## src/rtl/bcd_arith_pkg.sv

```systemverilog
`timescale 1ns/1ps
package bcd_arith_pkg;

    // One decimal digit, 8-4-2-1 coded
    typedef logic [3:0] digit_t;

    // Output of one corrected decade
    typedef struct packed {
        logic   carry;
        digit_t digit;
    } dec_sum_t;

    typedef enum logic {
        OP_ADD = 1'b0,
        OP_SUB = 1'b1
    } op_e;

    localparam digit_t DIGIT_MAX = 4'd9;

    // 9 minus the digit
    function automatic digit_t nines_of(digit_t d);
        return DIGIT_MAX - d;
    endfunction

    // Turn a 5-bit binary decade sum (0..19) into a decimal digit and a carry
    function automatic dec_sum_t dec_correct(logic [4:0] raw);
        dec_sum_t r;
        if (raw > 5'd9) begin
            r.carry = 1'b1;
            r.digit = raw[3:0] + 4'd6;
        end else begin
            r.carry = 1'b0;
            r.digit = raw[3:0];
        end
        return r;
    endfunction

endpackage

```

## src/rtl/bcd_decade.sv

```systemverilog
`timescale 1ns/1ps
module bcd_decade
    import bcd_arith_pkg::*;
(
    input  digit_t   a,
    input  digit_t   b,
    input  logic     cin,
    output dec_sum_t sum
);
    logic [4:0] bin_sum;

    always_comb begin
        bin_sum = {1'b0, a} + {1'b0, b} + {4'b0000, cin};
        sum     = dec_correct(bin_sum);
    end
endmodule

```

## src/rtl/bcd_ripple.sv

```systemverilog
`timescale 1ns/1ps
module bcd_ripple
    import bcd_arith_pkg::*;
#(
    parameter int DIGITS = 4,
    localparam int W = 4 * DIGITS
) (
    input  logic [W-1:0] a_vec,
    input  logic [W-1:0] b_vec,
    input  logic         cin,
    output logic [W-1:0] sum_vec,
    output logic         cout
);
    logic [DIGITS:0] chain;

    assign chain[0] = cin;

    for (genvar g = 0; g < DIGITS; g++) begin : g_dec
        dec_sum_t s;
        bcd_decade u_dec (
            .a   (a_vec[4*g +: 4]),
            .b   (b_vec[4*g +: 4]),
            .cin (chain[g]),
            .sum (s)
        );
        assign sum_vec[4*g +: 4] = s.digit;
        assign chain[g+1]        = s.carry;
    end

    assign cout = chain[DIGITS];
endmodule

```

## src/rtl/bcd_inc.sv

```systemverilog
`timescale 1ns/1ps
module bcd_inc
    import bcd_arith_pkg::*;
#(
    parameter int DIGITS = 4,
    localparam int W = 4 * DIGITS
) (
    input  logic [W-1:0] din,
    input  logic         inc,
    output logic [W-1:0] dout,
    output logic         cout
);
    logic [DIGITS:0] chain;

    assign chain[0] = inc;

    for (genvar g = 0; g < DIGITS; g++) begin : g_dig
        digit_t d;
        assign d = din[4*g +: 4];
        always_comb begin
            if (chain[g] && (d == DIGIT_MAX)) begin
                dout[4*g +: 4] = 4'd0;
                chain[g+1]     = 1'b1;
            end else begin
                dout[4*g +: 4] = d + {3'b000, chain[g]};
                chain[g+1]     = 1'b0;
            end
        end
    end

    assign cout = chain[DIGITS];
endmodule

```

## src/rtl/bcd_nines_mask.sv

```systemverilog
`timescale 1ns/1ps
module bcd_nines_mask
    import bcd_arith_pkg::*;
#(
    parameter int DIGITS = 4,
    localparam int W = 4 * DIGITS
) (
    input  logic [W-1:0] din,
    input  logic         en,
    output logic [W-1:0] dout
);
    for (genvar g = 0; g < DIGITS; g++) begin : g_dig
        assign dout[4*g +: 4] = en ? nines_of(din[4*g +: 4]) : din[4*g +: 4];
    end
endmodule

```

## src/rtl/bcd_addsub.sv

```systemverilog
`timescale 1ns/1ps
module bcd_addsub
    import bcd_arith_pkg::*;
#(
    parameter int DIGITS = 4,
    localparam int W = 4 * DIGITS
) (
    input  logic [W-1:0] opa,
    input  logic [W-1:0] opb,
    input  logic         sub_sel,
    output logic [W-1:0] result,
    output logic         overflow,
    output logic         underflow
);
    op_e          op;
    logic         is_sub;
    logic [W-1:0] b_eff;
    logic [W-1:0] raw_sum;
    logic         raw_cout;
    logic         eac;
    logic [W-1:0] inc_sum;
    logic         inc_cout;
    logic [W-1:0] neg_mag;

    assign op     = op_e'(sub_sel);
    assign is_sub = (op == OP_SUB);

    // Subtrahend goes through a nine's complementer in subtract mode
    bcd_nines_mask #(.DIGITS(DIGITS)) u_bcomp (
        .din  (opb),
        .en   (is_sub),
        .dout (b_eff)
    );

    // First pass: carry-in tied low, so no loop exists
    bcd_ripple #(.DIGITS(DIGITS)) u_main (
        .a_vec   (opa),
        .b_vec   (b_eff),
        .cin     (1'b0),
        .sum_vec (raw_sum),
        .cout    (raw_cout)
    );

    // Second pass: end-around carry applied as a decimal increment
    assign eac = is_sub & raw_cout;

    bcd_inc #(.DIGITS(DIGITS)) u_eac (
        .din  (raw_sum),
        .inc  (eac),
        .dout (inc_sum),
        .cout (inc_cout)
    );

    // Negative difference: undo the nine's complement digit by digit
    bcd_nines_mask #(.DIGITS(DIGITS)) u_rcomp (
        .din  (raw_sum),
        .en   (is_sub & ~raw_cout),
        .dout (neg_mag)
    );

    always_comb begin
        unique case (op)
            OP_ADD: begin
                result    = raw_sum;
                overflow  = raw_cout;
                underflow = 1'b0;
            end
            OP_SUB: begin
                result    = raw_cout ? inc_sum : neg_mag;
                overflow  = 1'b0;
                underflow = ~raw_cout;
            end
            default: begin
                result    = raw_sum;
                overflow  = 1'b0;
                underflow = 1'b0;
            end
        endcase
    end
endmodule

```

## config.mk

```make
export PLATFORM = sky130hd
export DESIGN_NAME = bcd_addsub
export DESIGN_NICKNAME = d
export VERILOG_FILES = /design/src/rtl/bcd_arith_pkg.sv /design/src/rtl/bcd_decade.sv /design/src/rtl/bcd_ripple.sv /design/src/rtl/bcd_inc.sv /design/src/rtl/bcd_nines_mask.sv /design/src/rtl/bcd_addsub.sv
export SDC_FILE = /design/constraint.sdc
export NUM_CORES = 1
export LEC_CHECK = 0
export ABC_CLOCK_PERIOD_IN_PS = 14100
export BUFFER_PORTS_ARGS = -buffer_cell sky130_fd_sc_hd__buf_2
export CORE_MARGIN = 2
export CORE_UTILIZATION = 45
export DETAILED_ROUTE_END_ITERATION = 8
export PLACE_DENSITY = 0.73
export SYNTH_ARGS = -nofsm -noshare
export SYNTH_HDL_FRONTEND = slang
export SYNTH_HIERARCHICAL = 1
export SYNTH_SLANG_ARGS = --single-unit
```

## constraint.sdc

```tcl
create_clock -name vclk -period 14.1
set_input_delay 2.115 -clock vclk [all_inputs]
set_output_delay 2.115 -clock vclk [all_outputs]
set_load 0.05 [all_outputs]
```

==> results by group <==
Status
  – Outcome: finished clean

Floorplanning
  – Chip Width: 73.5 µm
  – CORE AREA: 0.00469 mm²
  – I/O Pins: 51
  – Die footprint: 0.00540 mm²
  – Die Ht: 73.5 µm
  – Initial Util: 0.463
  – Rows: 25

Finish
  – Area Growth Syn to Fin: 8.59%
  – Sequential cell count: 0
  – Multi-input gate area: 0.00191 mm²
  – Fin cells: 359
  – Fillers: 484
  – Final net count: 380
  – Layout cells sized above 1: 0.233
  – Number of clock buffers in the layout: 0
  – Register area: 0 µm²
  – ANT cells: 0

Critical path
  – Most frequent CP cell: fa_1
  – Worst Path Required: 11.98 ns
  – Crit-path max FO: 20
  – Critical Path Sink Type: output pin
  – CP delay by family, top: adder cells
  – Startpoint Class: input pin
  – Crit path DAT: 11.31 ns
  – CP Buf/Inv Count: 4
  – Slowest CP cell: mux2i_1
  – CP max stage delay: 0.47 ns
  – WS Path Type: input pin to output pin

Run
  – Max-Cap Viols: 0

Timing
  – Worst Tran Pin Value: 0.732 ns
  – Maximum clock rate: 0.0745 GHz
  – Final worst slack: 0.672 ns
  – Hold Worst Slack: 5.02 ns
  – Hold Fails Final Rpt: 0
  – Final Setup Violations: 0
  – Fin. max-slew vios: 0
  – Tmin final: 13.43 ns
  – Crit share post-route: 0.952
  – Slew headroom: 0.509

Routing
  – WL per Instance: 11.2 µm
  – Total number of vias: 1862
  – Pre-Repair DR Iteration Count: 4
  – Post-route ant nets: 0
  – Iteration-0 DRC Markers: 62
  – Drt drc: 0
  – DR vias/cell: 5.19
  – Final wirelength: 4.03 mm

Pwr
  – Internal cell power: 0.000155 W
  – Sw Ratio: 0.637
  – Clock network power share: 0
  – Sw power: 0.000273 W
  – Power density over cell area: 182 mW/mm²
  – Maximum vdd ir drop: 0.0598 mV
  – Leak Pwr: 1.21 nW
  – Reg power frac: 0
  – Combinational power share: 1.000

Global route
  – Largest net degree at the start of global routing: 51
  – Congestion Overflow GR: 0
  – Antenna violations before repair: 0
  – First-pass GRT wire length: 6.97 mm
  – Number of global-route vias before repair: 1677
  – Total track usage: 0.151

Synth
  – Syn Nets: 341
  – Yosys warnings: 6
  – Post-synthesis cell count: 268
  – Synth Area per Inst: 8.10 µm²
  – Post-Synthesis Cell Area: 0.00217 mm²

Placement
  – DP Worst Slack: 0.563 ns
  – HPWL Detailed: 3.41 mm
  – Port bufs: 51
  – Placed Cells: 359
  – Gpl congestion: 0.767

Min path
  – Hold Path Class: input pin to output pin

Clocking
  – Post-CTS Setup Bufs: 0
  – CTS hold repair buffers: 0
  – Post-cts resize count: 0
[cell type report]
type,count,area share
Multi-Input combinational cell,226,0.812
Timing Repair Buffer,55,0.121
Inverter,24,0.0382
Tap cell,54,0.0287
[layout by cell type, fill, tap and decap left out]
cell	count
conb_1	1
nor4_4	1
buf_2	51
a21boi_1	2
nand2_1	16
buf_4	4
nand4bb_4	1
nor4bb_1	1
o22ai_1	4
xnor2_1	19
nand3_1	8
inv_1	24
a31o_1	4
nor2_1	23
o31ai_4	4
a2111oi_0	4
xnor2_2	1
a21o_2	4
and2_1	1
ha_1	32
and3_1	4
nor2b_1	14
nand4bb_1	1
nor3_1	1
xor2_1	8
mux2i_1	20
a21oi_1	30
and2b_1	1
fa_1	8
nand4b_4	1
o21ai_1	8
xor2_2	4
[power groups by stage]
stage	logic, W	clock network, W	registers, W
after floorplan	0.000377	0	0
after global placement	0.000420	0	0
after detailed placement	0.000429	0	0
after CTS	0.000431	0	0
after global routing	0.000475	0	0
final	0.000428	0	0
[routing by layer]
layer / global-route usage / vias up / part of all wire
met5: 0 / - / 0
li1: - / 1001 / -
met3: 0.00823 / 0 / 0.031
met4: 0.00404 / 0 / 0
met2: 0.267 / 26 / 0.48
met1: 0.212 / 835 / 0.49
[stage by stage]
stage          setup TNS, ns  cell area, µm²  power, W  utilization
3_5_place_dp               0            2350  0.000429        0.501
5_1_grt             -0.00313            2360  0.000475        0.502
2_1_floorplan              0            2170  0.000377            -
4_1_cts                    0            2350  0.000431        0.501
6_report                   0            2360  0.000428        0.502
3_3_place_gp               0            2350  0.000420        0.501
[worst paths after layout]
kind	cells past startpoint	to	startpoint
setup / recovery	39	result[14]	sub_sel
hold / removal	5	result[13]	sub_sel
(Power assumes the default switching activity.)
